===== src/rtl/phy_led_pkg.sv =====
package phy_led_pkg;
  localparam int MODE_W  = 4;
  localparam int NUM_ACT = 3; // stretched sources: 0 transmit, 1 receive, 2 collision

  typedef enum logic [MODE_W-1:0] {
    LM_SPEED = 4'd0,
    LM_TX    = 4'd1,
    LM_RX    = 4'd2,
    LM_COL   = 4'd3,
    LM_LINK  = 4'd4
  } led_mode_e;

  typedef struct packed {
    logic               speed;
    logic               link;
    logic [NUM_ACT-1:0] act;
  } led_src_t;
endpackage


===== src/rtl/led_lamp_test.sv =====
module led_lamp_test #(
  parameter int LAMP_CYC = 25_000_000
) (
  input  logic clk,
  input  logic rst_n,
  output logic lamp_o
);
  localparam int CW = $clog2(LAMP_CYC + 1);
  logic [CW-1:0] cnt_q;

  always_ff @(posedge clk or negedge rst_n) begin
    if (!rst_n)           cnt_q <= CW'(LAMP_CYC);
    else if (cnt_q != '0) cnt_q <= cnt_q - 1'b1;
  end

  assign lamp_o = (cnt_q != '0);
endmodule


===== src/rtl/led_pulse_stretch.sv =====
module led_pulse_stretch #(
  parameter int STRETCH_CYC = 2_500_000
) (
  input  logic clk,
  input  logic rst_n,
  input  logic ev_i,
  output logic active_o
);
  localparam int CW = $clog2(STRETCH_CYC) + 1;
  localparam logic [CW-1:0] RELOAD = CW'(STRETCH_CYC - 1);

  logic          ev_q;
  logic [CW-1:0] cnt_q;
  logic          rise;

  assign rise = ev_i & ~ev_q;

  always_ff @(posedge clk or negedge rst_n) begin
    if (!rst_n) begin
      ev_q  <= 1'b0;
      cnt_q <= '0;
    end else begin
      ev_q <= ev_i;
      if (rise)               cnt_q <= RELOAD;
      else if (cnt_q != '0)   cnt_q <= cnt_q - 1'b1;
    end
  end

  // active in the edge cycle itself and while the window is still counting
  assign active_o = rise | (cnt_q != '0);
endmodule


===== src/rtl/led_src_mux.sv =====
module led_src_mux
  import phy_led_pkg::*;
(
  input  logic [MODE_W-1:0] mode_i,
  input  led_src_t          src_i,
  output logic              on_o
);
  always_comb begin
    case (mode_i)
      LM_SPEED: on_o = src_i.speed;
      LM_TX:    on_o = src_i.act[0];
      LM_RX:    on_o = src_i.act[1];
      LM_COL:   on_o = src_i.act[2];
      LM_LINK:  on_o = src_i.link;
      default:  on_o = 1'b0;
    endcase
  end
endmodule


===== src/rtl/phy_led_ctrl.sv =====
module phy_led_ctrl
  import phy_led_pkg::*;
#(
  parameter int NUM_LEDS    = 3,
  parameter int LAMP_CYC    = 25_000_000,
  parameter int STRETCH_CYC = 2_500_000
) (
  input  logic                       clk,
  input  logic                       rst_n,
  input  logic [NUM_LEDS*MODE_W-1:0] led_mode_i,
  input  logic                       speed_i,
  input  logic                       tx_i,
  input  logic                       rx_i,
  input  logic                       col_i,
  input  logic                       link_i,
  output logic [NUM_LEDS-1:0]        led_o
);
  logic               lamp;
  logic [NUM_ACT-1:0] act_raw;
  logic [NUM_ACT-1:0] act_str;
  led_src_t           src;

  assign act_raw = {col_i, rx_i, tx_i};

  led_lamp_test #(.LAMP_CYC(LAMP_CYC)) u_lamp (
    .clk(clk), .rst_n(rst_n), .lamp_o(lamp)
  );

  for (genvar s = 0; s < NUM_ACT; s++) begin : g_str
    led_pulse_stretch #(.STRETCH_CYC(STRETCH_CYC)) u_str (
      .clk(clk), .rst_n(rst_n), .ev_i(act_raw[s]), .active_o(act_str[s])
    );
  end

  assign src.speed = speed_i;
  assign src.link  = link_i;
  assign src.act   = act_str;

  for (genvar i = 0; i < NUM_LEDS; i++) begin : g_led
    logic sel_on;
    led_src_mux u_mux (
      .mode_i(led_mode_i[i*MODE_W +: MODE_W]),
      .src_i (src),
      .on_o  (sel_on)
    );
    always_ff @(posedge clk or negedge rst_n) begin
      if (!rst_n) led_o[i] <= 1'b1;
      else        led_o[i] <= lamp | sel_on;
    end
  end
endmodule


===== config.mk =====
export PLATFORM = sky130hd
export DESIGN_NAME = phy_led_ctrl
export DESIGN_NICKNAME = d
export VERILOG_FILES = /design/src/rtl/phy_led_pkg.sv /design/src/rtl/led_lamp_test.sv /design/src/rtl/led_pulse_stretch.sv /design/src/rtl/led_src_mux.sv /design/src/rtl/phy_led_ctrl.sv
export SDC_FILE = /design/constraint.sdc
export NUM_CORES = 1
export LEC_CHECK = 0
export ABC_AREA = 1
export BUFFER_PORTS_ARGS = -buffer_cell sky130_fd_sc_hd__buf_2
export CAP_MARGIN = 20
export CORE_MARGIN = 4
export CORE_UTILIZATION = 40
export CTS_CLUSTER_DIAMETER = 150
export CTS_CLUSTER_SIZE = 14
export DETAILED_ROUTE_END_ITERATION = 12
export MAX_ROUTING_LAYER = met4
export PLACE_DENSITY = 0.57
export SYNTH_ARGS = -nofsm -noshare
export SYNTH_HDL_FRONTEND = slang
export SYNTH_SLANG_ARGS = --single-unit

===== constraint.sdc =====
create_clock -name clk -period 1.7 [get_ports clk]
set_input_delay 0.34 -clock clk [delete_from_list [all_inputs] [get_ports clk]]
set_output_delay 0.34 -clock clk [all_outputs]
set_load 0.03 [all_outputs]

## Yosys cells after proc, flatten, opt, wreduce, memory -nomap -nowiden

Cells that the tools add are included.

| storage, ports and cells | value |
|---|---|
| output and inout bits | 3 |
| word-level logic and storage cells | 57 |
| bits of input ports | 19 |
| bits in registers | 100 |

| cells by class | value |
|---|---|
| equality and inequality tests | 12 |
| bitwise operators | 12 |
| add/subtract/negate cells | 4 |
| multiplexer cells | 9 |
| reduce and logical (&&, ||, !) cells | 10 |

Operators with widths:

| operator | count |
|---|---|
| 23-bit two-way mux | 6 |
| 23-bit nonzero test | 3 |
| 23-bit by 1-bit subtractor with 23-bit output, second input constant | 3 |
| 25-bit nonzero test | 1 |
| 25-bit by 1-bit subtractor with 25-bit output, second input constant | 1 |
| 4-bit by 2-bit == test with 1-bit output, second input constant | 6 |
| 1-bit case mux with 5 select lines | 3 |
| 4-bit by 1-bit == test with 1-bit output, second input constant | 3 |
| 4-bit by 3-bit == test with 1-bit output, second input constant | 3 |
| 4-bit zero test | 3 |
| 1-bit OR | 6 |
| 2-bit nonzero test | 3 |
| 1-bit AND | 3 |
| 1-bit NOT | 3 |

## Logic depth before layout (Yosys ltp)

| depth | value |
|---|---|
| depth in word-level cells | 5 |
| mapped depth | 11 |
| depth with buffers taken out | 11 |

## Modules after synthesis

From an unflattened synthesis, not the netlist that was laid out.

| unflattened totals | value |
|---|---|
| cell total of the unflattened synthesis | 880 |
| area total of the unflattened synthesis | 6386.1 sq um |

By module, submodules not included:

| module | sequential area each (sq um) | cells each | area each (sq um) | instances |
|---|---|---|---|---|
| led_pulse_stretch | 600.6 | 203 | 1505.2 | 3 |
| led_lamp_test | 640.6 | 204 | 1485.2 | 1 |
| led_src_mux | 0.0 | 19 | 92.6 | 3 |
| phy_led_ctrl | 78.8 | 10 | 107.6 | 1 |

## Worst setup path after synthesis

OpenSTA, ideal clock, no wires.

| timing | value |
|---|---|
| path kind | flip-flop to flip-flop |
| start point | register u_lamp.cnt_q[0] |
| end point | register u_lamp.cnt_q[17] |
| slack | 164 ps |
| path buffers | 1 |
| clock period less this slack | 1536 ps |
| stages on the path, launching flop included | 11 |
| library setup time | 126 ps |
| arrival | 1410 ps |
| required time | 1574 ps |
| path through | dfrtp_1 > inv_1 > ha_1 > nand2_2 > inv_2 > nand3_2 > nor2_1 > nand3_2 > inv_2 > buf_4 > a21oi_1 |

| on the way | value |
|---|---|
| cells in the longest elaborated chain, start to end | 1 |
| elaborated cells on any way between the ends | 2 |
| those cells by class | add/sub: 1; reduce/logical: 1 |

Ends and longest elaborated chain:

| what | line | RTL |
|---|---|---|
| start: declaration | led_lamp_test.sv:9 | `logic [CW-1:0] cnt_q;` |
| start signal: assignment | led_lamp_test.sv:12 | `if (!rst_n) cnt_q <= CW'(LAMP_CYC);` |
| start signal: assignment | led_lamp_test.sv:13 | `else if (cnt_q != '0) cnt_q <= cnt_q - 1'b1;` |
| 25-bit by 1-bit subtractor with 25-bit output / 25-bit nonzero test (equally long branches) | led_lamp_test.sv:13 |  |

Parallel ways exist; a longest one is shown, timed or not.
A chain may end at the register's enable or synchronous reset.

## Worst setup path in the final report

| timing | value |
|---|---|
| start point | register g_str[1].u_str.cnt_q[12] |
| end point | register g_str[1].u_str.cnt_q[12] |

| on the way | value |
|---|---|
| cells in the longest elaborated chain, start to end | 3 |
| elaborated cells on any way between the ends | 5 |
| those cells by class | add/sub: 1; mux: 2; reduce/logical: 2 |

Ends and longest elaborated chain:

| what | line | RTL |
|---|---|---|
| start: declaration | led_pulse_stretch.sv:13 | `logic [CW-1:0] cnt_q;` |
| start signal: assignment | led_pulse_stretch.sv:25 | `else if (cnt_q != '0) cnt_q <= cnt_q - 1'b1;` |
| 23-bit by 1-bit subtractor with 23-bit output | led_pulse_stretch.sv:25 |  |
| 23-bit two-way mux | led_pulse_stretch.sv:25 |  |
| 23-bit two-way mux | led_pulse_stretch.sv:24 | `if (rise) cnt_q <= RELOAD;` |

Parallel ways exist; a longest one is shown, timed or not. The select of a mux whose other input is x is not followed.

==> flow_summary.yaml <==
outcome:
  outcome: "complete, no violations"
cts:
  htree_levels: 3
  clock_sinks: 100
  numCtsBuffers: 9
  root_buffer: "clkbuf_16"
  cts_tree: "done"
  cts.clk_slew.worst_paths_ns: 0.07
  clk_path_buf_depth: 2
  clkLatencyLatePin_ns: 0.36
worst_setup_path:
  start_kind: "flop"
  crit_required_ns: 1.95
  crit_path_end_kind: "flop"
  path_class: "reg2reg"
  crit_fanout: 6
  critPathArrivalTime_ns: 1.84
synthesis:
  syn-cell-area_sq_um: 6220
  synthDistinctLibCells: 45
  synth-seq-cells: 100
  synthCells: 839
  synthArstFlopShare_pct: 100
  synth_top_area_share_pct: 34.2
  yosysMostFrequentCell: "nand2_1"
  synth_nets: 865
  seq_area_frac_synth_pct: 40.5
  synth_edf_count: 0
  ys_warn_count: 0
  synthTopCellsByCount: "nand2_1 (173), nor2_1 (148), inv_1 (97), dfrtp_1 (85), nand3_1 (41)"
  synth.area.top_cells: "dfrtp_1 (34%), nand2_1 (10%), nor2_1 (8.9%), dfstp_2 (6.3%), inv_1 (5.9%)"
  synth-main-ff-cell: "dfrtp_1"
  avgSynthCellArea_sq_um: 7.41
  synth_top_area_cell: "dfrtp_1"
finish:
  area_growth_pct: 15.4
  drive_gt1_share_pct: 20.1
  antenna_cells: 0
  final_net_count: 916
  utilization_pct: 47.2
timing:
  clock.fmax_mhz: 631
  slew_violations: 0
  period_needed_ns: 1.59
  max-slew-margin-rel_pct: 68.9
  setup_tns_ns: 0
  hold_viol: 0
  rsz0062_at_grt: "true"
  worst_pin_slew_ns: 0.467
  setup_viol: 0
  period_share_pct: 93.3
  finClkSkew_ns: 0.0108
  whs_ns: 0.0945
detailed_routing:
  drc: 0
  dr.pass1.iters: 4
  via_count: 5285
  avgViaCountPerCell: 4.88
  drt_iter0_markers: 335
  wl_per_cell_microns: 13.6
  drt_wl_total_microns: 14700
  final_antenna_net_count: 0
die:
  design.die.area_sq_um: 17600
  die_x_microns: 133
  io_pins: 22
  num_rows: 45
  core_region_area_sq_um: 15200
  start_util_pct: 40.9
  dieHeight_microns: 133
global_route:
  grt_use_met1_pct: 24.5
  top_usage_layer: "met2"
  grtUsageMet2_pct: 27.8
  grt_overflow: 0
  grt_first_pass_wirelength_microns: 25200
  grt_pass1_vias: 5155
  grtUsageTotal_pct: 18.1
  grt_max_degree: 33
  antenna_found_initial: 0
  gr-usage-met3_pct: 3.50
placement:
  dp_hpwl_microns: 11300
  port_buffers: 21
  place_congestion: 0.924
flow_run:
  drv_cap: 0
hold_path:
  hp-class: "in2reg"
pwr:
  total_leakage_power_nw: 3.44
  ir_drop_v: 0.000573
  power_density_nw_per_um2: 749
worst max-delay path, stage by stage (launching register included):
cell and delay (ns):
dfrtp_1 0.41, nor2_2 0.14, nand2_1 0.12, nor2_4 0.21, nand3_2 0.14, nor2_4 0.22
buf_4 0.18, nor3_1 0.05
sequential cells by signal, indices dropped and copies added, names as in the netlist:
| signal | flops |
|---|---|
| u_lamp.cnt_q | 25 |
| g_str.u_str.cnt_q | 69 |
| led_o | 3 |
| g_str.u_str.ev_q | 3 |
power by group:
part	switching, mW	internal (mW)
Clock	0.935	1.29
Combinational	0.358	0.205
Sequential	0.0987	2.49
Total	1.39	3.99
cells in the final DEF, fill, tap and decap left out, drive strengths merged, types with 3 or more instances in the layout:
cell,n
o21bai,3
nand3b,6
o21ai,29
or2,17
o211ai,5
nor3b,3
a21oi,37
clkbuf,15
xor2,23
buf,47
ha,7
nand4,24
nand2,184
dfstp,15
nor2,192
dfrtp,85
nand3,48
o31ai,5
xnor2,3
inv,104
nor3,32
layout make-up:
class                      instances  area [sq um]
timing repair buffer              48           350
sequential                       100          2520
clock buffer                      15           320
clock inverter                     1          7.51
multi-input combinational        625          3340
inverter                         106           408
tap                              188           235
fill                            1539          8020
cell families after synthesis:
family                   synth area share, %
AND/OR/NAND/NOR                         39.8
flip-flops                              40.5
adder cells (fa/ha/maj)                 1.41
buffers and inverters                   7.24
AO/OA/AOI/OAI                           7.36
XOR/XNOR                                3.66
path summary, 6_finish.rpt:
path / startpoint / to / slack [ns] / cells after the start
min in group asynchronous: rst_n / g_str[0].u_str.ev_q / 0.48 / 2
max in group asynchronous: rst_n / u_lamp.cnt_q[16] / 0.63 / 3
max: g_str[1].u_str.cnt_q[12] / g_str[1].u_str.cnt_q[12] / 0.11 / 7
min: tx_i / g_str[0].u_str.ev_q / 0.09 / 1
min reg2reg: u_lamp.cnt_q[24] / u_lamp.cnt_q[24] / 0.45 / 2
max reg2reg: g_str[1].u_str.cnt_q[12] / g_str[1].u_str.cnt_q[12] / 0.11 / 7
per-layer routing:
| metal | vias up | part of all wire, % |
|---|---|---|
| met3 | 14 | 2.9 |
| met2 | 61 | 45 |
| met1 | 2425 | 51 |
| met4 | 0 | 1.4 |
| li1 | 2785 | - |
| met5 | - | 0 |
timing repair:
item                       in CTS  in global routing
gates resized for setup         0                 29
hold buffers                    1                  0
setup endpoints to repair       0                 38
hold endpoints to repair       24                  0
buffers inserted                0                  2
stage by stage:
stage                     setup WS [ns]  power [mW]  instances  instance area [sq um]
after floorplan                   0.164        2.96        839                   6220
after global placement           0.0913        3.19       1064                   6730
after detailed placement         0.0306        3.19       1064                   6730
after CTS                        0.0156        5.46       1081                   7070
after global routing            -0.0187        5.66       1083                   7180
final                             0.114        5.38       1083                   7180
Power figures use the tool's default switching activity.
